### src/rtl/hdlc_rx_pkg.sv
package hdlc_rx_pkg;

    localparam int unsigned BYTE_W = 8;
    localparam logic [15:0] FCS_PRESET  = 16'hFFFF;
    localparam logic [15:0] FCS_POLY_RF = 16'h8408;
    localparam logic [15:0] FCS_RESIDUE = 16'hF0B8;

    function automatic logic [15:0] fcs_step(input logic [15:0] crc, input logic [BYTE_W-1:0] data);
        logic [15:0] c;
        c = crc;
        for (int i = 0; i < BYTE_W; i++) begin
            if (c[0] ^ data[i]) c = (c >> 1) ^ FCS_POLY_RF;
            else                c = c >> 1;
        end
        return c;
    endfunction

endpackage

### src/rtl/hdlc_rx_deframer.sv
module hdlc_rx_deframer
    import hdlc_rx_pkg::*;
(
    input  logic              clk,
    input  logic              rst_n,
    input  logic              bit_en,
    input  logic              bit_in,
    output logic              byte_vld,
    output logic [BYTE_W-1:0] byte_data,
    output logic              flag_ev,
    output logic              abort_ev
);
    localparam int unsigned CNT_W     = $clog2(BYTE_W);
    localparam logic [2:0]  STUFF_RUN = 3'd5;
    localparam logic [2:0]  FLAG_RUN  = 3'd6;
    localparam logic [2:0]  SAT_RUN   = 3'd7;
    localparam logic [CNT_W-1:0] LAST_BIT = CNT_W'(BYTE_W - 1);

    typedef struct packed {
        logic              sync;
        logic [2:0]        ones;
        logic [CNT_W-1:0]  nbit;
        logic [BYTE_W-1:0] sh;
    } df_t;

    df_t q, d;
    logic is_data;

    always_comb begin
        d         = q;
        is_data   = 1'b0;
        byte_vld  = 1'b0;
        flag_ev   = 1'b0;
        abort_ev  = 1'b0;
        byte_data = {bit_in, q.sh[BYTE_W-1:1]};
        if (bit_en) begin
            if (bit_in) begin
                if (q.ones == FLAG_RUN) begin
                    abort_ev = q.sync;
                    d.sync   = 1'b0;
                    d.ones   = SAT_RUN;
                end else begin
                    if (q.ones != SAT_RUN) d.ones = q.ones + 3'd1;
                    is_data = 1'b1;
                end
            end else begin
                d.ones = 3'd0;
                if (q.ones == FLAG_RUN) begin
                    flag_ev = 1'b1;
                    d.sync  = 1'b1;
                    d.nbit  = '0;
                end else if (q.ones != STUFF_RUN) begin
                    is_data = 1'b1;
                end
            end
            if (is_data && q.sync) begin
                d.sh   = {bit_in, q.sh[BYTE_W-1:1]};
                d.nbit = q.nbit + 1'b1;
                byte_vld = (q.nbit == LAST_BIT);
            end
        end
    end

    always_ff @(posedge clk) begin
        if (!rst_n) q <= '0;
        else        q <= d;
    end

endmodule

### src/rtl/hdlc_rx_fcs.sv
module hdlc_rx_fcs
    import hdlc_rx_pkg::*;
(
    input  logic              clk,
    input  logic              rst_n,
    input  logic              clr,
    input  logic              upd,
    input  logic [BYTE_W-1:0] din,
    output logic              good
);
    logic [15:0] crc_q, crc_d;

    always_comb begin
        crc_d = crc_q;
        if (clr)      crc_d = FCS_PRESET;
        else if (upd) crc_d = fcs_step(crc_q, din);
    end

    always_ff @(posedge clk) begin
        if (!rst_n) crc_q <= FCS_PRESET;
        else        crc_q <= crc_d;
    end

    assign good = (crc_q == FCS_RESIDUE);

endmodule

### src/rtl/hdlc_rx_msgbuf.sv
module hdlc_rx_msgbuf
    import hdlc_rx_pkg::*;
#(
    parameter int unsigned ADDR_W = 3
) (
    input  logic              clk,
    input  logic              rst_n,
    input  logic              we_a,
    input  logic [ADDR_W-1:0] wa_a,
    input  logic [BYTE_W-1:0] wd_a,
    input  logic              we_b,
    input  logic [ADDR_W-1:0] wa_b,
    input  logic [BYTE_W-1:0] wd_b,
    input  logic [ADDR_W-1:0] ra,
    output logic [BYTE_W-1:0] rd
);
    localparam int unsigned DEPTH = 2 ** ADDR_W;

    logic [BYTE_W-1:0] mem [DEPTH];

    for (genvar i = 0; i < DEPTH; i++) begin : g_loc
        always_ff @(posedge clk) begin
            if (!rst_n)                                mem[i] <= '0;
            else if (we_b && (wa_b == ADDR_W'(i)))     mem[i] <= wd_b;
            else if (we_a && (wa_a == ADDR_W'(i)))     mem[i] <= wd_a;
        end
    end

    assign rd = mem[ra];

endmodule

### src/rtl/hdlc_rx_split.sv
module hdlc_rx_split
    import hdlc_rx_pkg::*;
#(
    parameter int unsigned ADDR_W = 3
) (
    input  logic              clk,
    input  logic              rst_n,
    input  logic              bit_en,
    input  logic              bit_in,
    input  logic              stat_rd,
    output logic              irq,
    output logic              stat_idle,
    output logic [ADDR_W-1:0] stat_last,
    output logic              stat_badfcs,
    input  logic [ADDR_W-1:0] rd_addr,
    output logic [BYTE_W-1:0] rd_data
);
    localparam logic [ADDR_W-1:0] ONE_A = ADDR_W'(1);
    localparam logic [ADDR_W-1:0] TWO_A = ADDR_W'(2);
    localparam logic [1:0] NB_NONE = 2'd0;
    localparam logic [1:0] NB_HELD = 2'd1;

    typedef struct packed {
        logic [1:0]        nb;
        logic [BYTE_W-1:0] hold;
        logic [ADDR_W-1:0] wp;
        logic [ADDR_W-1:0] last;
        logic              idle;
        logic              bad;
        logic              irq;
        logic              pend;
    } ctl_t;

    ctl_t q, d;

    logic              byte_vld, flag_ev, abort_ev, fcs_good;
    logic [BYTE_W-1:0] byte_data;
    logic              we_a, we_b, half_ev, eom_ev, ev;
    logic [ADDR_W-1:0] wa_a, wa_b, base;
    logic [BYTE_W-1:0] wd_a, wd_b;
    logic              pend_w;

    hdlc_rx_deframer u_dfr (
        .clk(clk), .rst_n(rst_n), .bit_en(bit_en), .bit_in(bit_in),
        .byte_vld(byte_vld), .byte_data(byte_data),
        .flag_ev(flag_ev), .abort_ev(abort_ev)
    );

    hdlc_rx_fcs u_fcs (
        .clk(clk), .rst_n(rst_n), .clr(flag_ev), .upd(byte_vld),
        .din(byte_data), .good(fcs_good)
    );

    hdlc_rx_msgbuf #(.ADDR_W(ADDR_W)) u_buf (
        .clk(clk), .rst_n(rst_n),
        .we_a(we_a), .wa_a(wa_a), .wd_a(wd_a),
        .we_b(we_b), .wa_b(wa_b), .wd_b(wd_b),
        .ra(rd_addr), .rd(rd_data)
    );

    always_comb begin
        d       = q;
        we_a    = 1'b0;
        we_b    = 1'b0;
        wa_a    = '0;
        wa_b    = q.wp;
        wd_a    = q.hold;
        wd_b    = byte_data;
        half_ev = 1'b0;
        eom_ev  = 1'b0;
        base    = {~q.last[ADDR_W-1], {(ADDR_W-1){1'b0}}};

        if (abort_ev) begin
            d.nb = NB_NONE;
        end else if (flag_ev) begin
            d.idle = 1'b1;
            if (q.nb > NB_HELD) begin
                eom_ev = 1'b1;
                d.bad  = ~fcs_good;
            end
            d.nb = NB_NONE;
        end else if (byte_vld) begin
            if (q.nb == NB_NONE) begin
                d.hold = byte_data;
                d.nb   = NB_HELD;
            end else if (q.nb == NB_HELD) begin
                we_a   = 1'b1;
                wa_a   = base;
                we_b   = 1'b1;
                wa_b   = base + ONE_A;
                d.last = base + ONE_A;
                d.wp   = base + TWO_A;
                d.nb   = 2'd2;
                d.idle = 1'b0;
                d.bad  = 1'b0;
                half_ev = &wa_b[ADDR_W-2:0];
            end else begin
                we_b    = 1'b1;
                d.last  = q.wp;
                d.wp    = q.wp + ONE_A;
                half_ev = &q.wp[ADDR_W-2:0];
            end
        end

        ev = half_ev | eom_ev;
        if (stat_rd) begin
            d.irq  = q.pend | ev;
            d.pend = q.pend & ev;
        end else if (ev) begin
            if (q.irq) d.pend = 1'b1;
            else       d.irq  = 1'b1;
        end
    end

    always_ff @(posedge clk) begin
        if (!rst_n) begin
            q      <= '0;
            q.last <= '1;
        end else begin
            q <= d;
        end
    end

    assign irq         = q.irq;
    assign stat_idle   = q.idle;
    assign stat_last   = q.last;
    assign stat_badfcs = q.bad;
    assign pend_w      = q.pend;

endmodule

### config.mk
export PLATFORM = sky130hd
export DESIGN_NAME = hdlc_rx_split
export DESIGN_NICKNAME = d
export VERILOG_FILES = /design/src/rtl/hdlc_rx_pkg.sv /design/src/rtl/hdlc_rx_deframer.sv /design/src/rtl/hdlc_rx_fcs.sv /design/src/rtl/hdlc_rx_msgbuf.sv /design/src/rtl/hdlc_rx_split.sv
export SDC_FILE = /design/constraint.sdc
export NUM_CORES = 1
export LEC_CHECK = 0
export BUFFER_PORTS_ARGS = -buffer_cell sky130_fd_sc_hd__buf_2
export CELL_PAD_IN_SITES_DETAIL_PLACEMENT = 0
export CELL_PAD_IN_SITES_GLOBAL_PLACEMENT = 1
export CORE_AREA = 5 5 117 119
export DETAILED_ROUTE_END_ITERATION = 12
export DIE_AREA = 0 0 122 124
export GPL_ROUTABILITY_DRIVEN = 0
export GPL_TIMING_DRIVEN = 0
export MAX_ROUTING_LAYER = met4
export PLACE_DENSITY = 0.9
export RECOVER_POWER = 50
export REMOVE_ABC_BUFFERS = 1
export SLEW_MARGIN = 15
export SYNTH_ARGS = -nofsm -noshare
export SYNTH_HDL_FRONTEND = slang
export SYNTH_HIERARCHICAL = 1
export SYNTH_SLANG_ARGS = --single-unit
export TNS_END_PERCENT = 5
### constraint.sdc
create_clock -name clk -period 5.46 [get_ports clk]
set_input_delay 0.273 -clock clk [delete_from_list [all_inputs] [get_ports clk]]
set_output_delay 0.273 -clock clk [all_outputs]
set_load 0.02 [all_outputs]
==> results.md <==
* Post-DR vias/cell at 5.821
* Commonest non-fill, non-tap cell in the layout: nand2_1
* Final cell count without fillers at 728
* Die W at 122 um
* Post-Syn Instances at 541
* Post-synth cell types at 72
* Max-slew violation count at 0
* Largest net degree at the start of global routing at 81
* Gr ovfl total at 0
* Top cell type's share of synthesized area at 31.01%
* N_diodes at 0
* Number of global-route vias before repair at 4257
* Crit path top cell by count: and3_1
* Worst setup margin at 0.7956 ns
* Buffers on Ports at 21
* Area leader, netlist: edfxtp_1
* Asr flop ratio synth at 0%
* Routed len/inst at 19.21 um
* Final-stage net count at 559
* Initial antenna violation count at 0
* Syn Area/Cell at 11.46 sq um
* Final min period at 4.664 ns
* Clk slew on worst S/H paths at 0.05 ns
* Leak at 2.307 nW
* Fmax at 214.4 MHz
* Initial Utilization at 49.71%
* Final setup TNS at 0 ns
* Hold wc startpoint: stat_rd
* Final ANT Viol Nets at 0
* Core Region at 12470 sq um
* Clock Skew at 0.005172 ns
* Boundary Pins at 22
* Worst path required time at 5.49 ns
* CP max stage delay at 0.70 ns
* Status: completed
* CP Max Fanout at 17
* Die area at 15130 sq um
* Start point of the critical path: u_dfr/q[11]
* Synth warn at 6
* EDFF count, synth at 64
* Actual slew at the worst max-slew pin at 1.357 ns
* RSZ-0062 raised after global routing: false
* Place WS at 0.9063 ns
* GRT Total Usage at 20.39%
* First-pass GRT wire length at 22.70 mm
* Setup Viol. Count Final at 0
* Initial DRC count at 400
* Slew margin rel. at 9.539%
* Leading post-synthesis cells by cell area: edfxtp_1 31%, dfxtp_1 16%, a22o_1 6.9%
* DRC at 0
* Commonest non-fill, non-tap cells in the layout: 68 x nand2_1, 64 x edfxtp_1, 50 x dfxtp_1, 49 x a22o_1
* Period Utilization, post-route at 85.43%
* Seq/Total Area, Yosys at 47.16%
* Drt first pass iters at 5
* Layout cells sized above 1 at 12.95%
* Final wirelength at 13.99 mm
* Worst VDD drop at 0.2019 mV
* Worst-case clock buffer depth at 2
* Placed cell areas at 6301 sq um
* Placed insts at 697
* Synthesized cell area at 6197 sq um
* Root buf cell: clkbuf_16
* Max-cap violations at 0
* Final count of hold timing violations at 0
* Worst Setup End Kind: flop
* Multi-input gate area at 2979 sq um
* Hold/Removal Path Class: in -> reg
* P&R area growth vs syn at 10.22%
* # resized after CTS at 0
* Hpwl dp at 9.152 mm
* Die Y-Extent at 124 um
* # Post-CTS Setup Buffers at 0
* H-tree depth at 4
* PD cells at 315.1 nW/um^2
* Synth Flop Type: edfxtp_1
* CTS Hold Buffers Added at 0
* Storage element area at 2923 sq um
* RR Startpoint: u_dfr/q[11]
* Setup Crit Path Kind: reg -> reg
* CP startpoint kind: flop
* Synthesized flop and latch total at 114
* DR vias at 4238
* Clk sink count at 114
* Slowest CP cell: nand4bb_1
* Worst-Skew Late Latency at 0.41 ns
* Crit-path cells: inv_1 > ha_1 > nand2_1 > and3_1 > and3_1 > or3b_1 > nor3_1 > a21o_1 > nand4bb_1 > o311ai_2
* Std cell rows at 41
* Fill cells at 1065
* CTS tree: done
* Core Util, Final at 54.79%
* CTS Buf Count at 17
* Critical path data arrival time at 4.70 ns
* Final instance area at 6830 sq um
final cells by class:
cell class,count,share of cell area (%)
sequential,114,42.79
timing repair buffer,21,1.319
clock buffer,18,6.283
inverter,7,0.3847
tap,172,3.151
multi-input combinational,383,43.62
clock inverter,13,2.455
cells in the mapped netlist, drive strengths merged, types with 2 or more instances:
library cell and number:
a211oi 2, a21oi 17, a22o 49, a311oi 3, a31o 2, and2b 2
and3 4, and4 2, buf 37, clkbuf 11, dfxtp 50, edfxtp 64
ha 7, inv 6, mux2 10, mux2i 11, mux4 16, nand2 68
nand2b 12, nand3 21, nand3b 3, nand4 2, nand4b 3, nor2 17
nor2b 10, nor3 6, nor3b 3, o211ai 7, o21ai 23, o221ai 3
o22ai 16, o311ai 2, or2b 3, or4b 3, xnor2 14, xnor3 8
xor2 4
metal layers:
layer | routed length (um) | global-route usage, % | part of all wire (%)
met1 | 5921 | 25.66 | 42
met2 | 7055 | 33.08 | 50
met3 | 816 | 4.587 | 5.8
met4 | 191 | 6.513 | 1.4
met5 | 0 | - | 0
flip-flops by register name, summed over array words and instances (netlist names):
signal,flops
irq,1
pend_w,1
q,5
stat_badfcs,1
stat_idle,1
stat_last,3
u_buf/mem,64
u_dfr/byte_data,7
u_dfr/q,7
u_fcs/crc_q,16
wd_a,8
where the power goes:
group	internal, W	switching [W]
combinational	0.0000374	0.0000610
clock	0.000750	0.000366
sequential	0.000931	0.00000707
total	0.00172	0.000434
worst max-delay path, delay by kind of cell (launching register included):
kind,cells,cell delay [ns]
AOI/OAI and AO/OA,2,0.90
adders and majority gates,1,0.24
buffers and inverters,1,0.06
DFF,1,0.40
and+or+nand+nor,6,2.68
final timing paths:
check,end,slack (ns),cells after the start
setup / recovery,u_buf/mem[4][7],0.80,10
hold / removal,irq,0.23,3
setup reg to reg,u_buf/mem[4][7],0.80,10
hold reg to reg,u_dfr/q[9],0.47,2
stage by stage:
| stage | power, W | hold slack, ns |
|---|---|---|
| finish | 0.002152 | 0.2279 |
| global route | 0.002225 | 0.2351 |
| CTS | 0.002176 | 0.2154 |
| detailed placement | 0.001055 | 0.4685 |
| global placement | 0.001051 | 0.4491 |
| floorplan | 0.001012 | 0.3448 |
cells by family after synthesis:
group,after synthesis,share of synthesized area (%)
XOR/XNOR,27,6.077
AO/OA/AOI/OAI,134,16.96
flip-flops,114,47.16
adder cells (fa/ha/maj),7,1.413
AND/OR/NAND/NOR,166,14.21
multiplexers,37,9.409
other,1,0.06051
buffers and inverters,55,4.704
(Power assumes the default switching activity.)
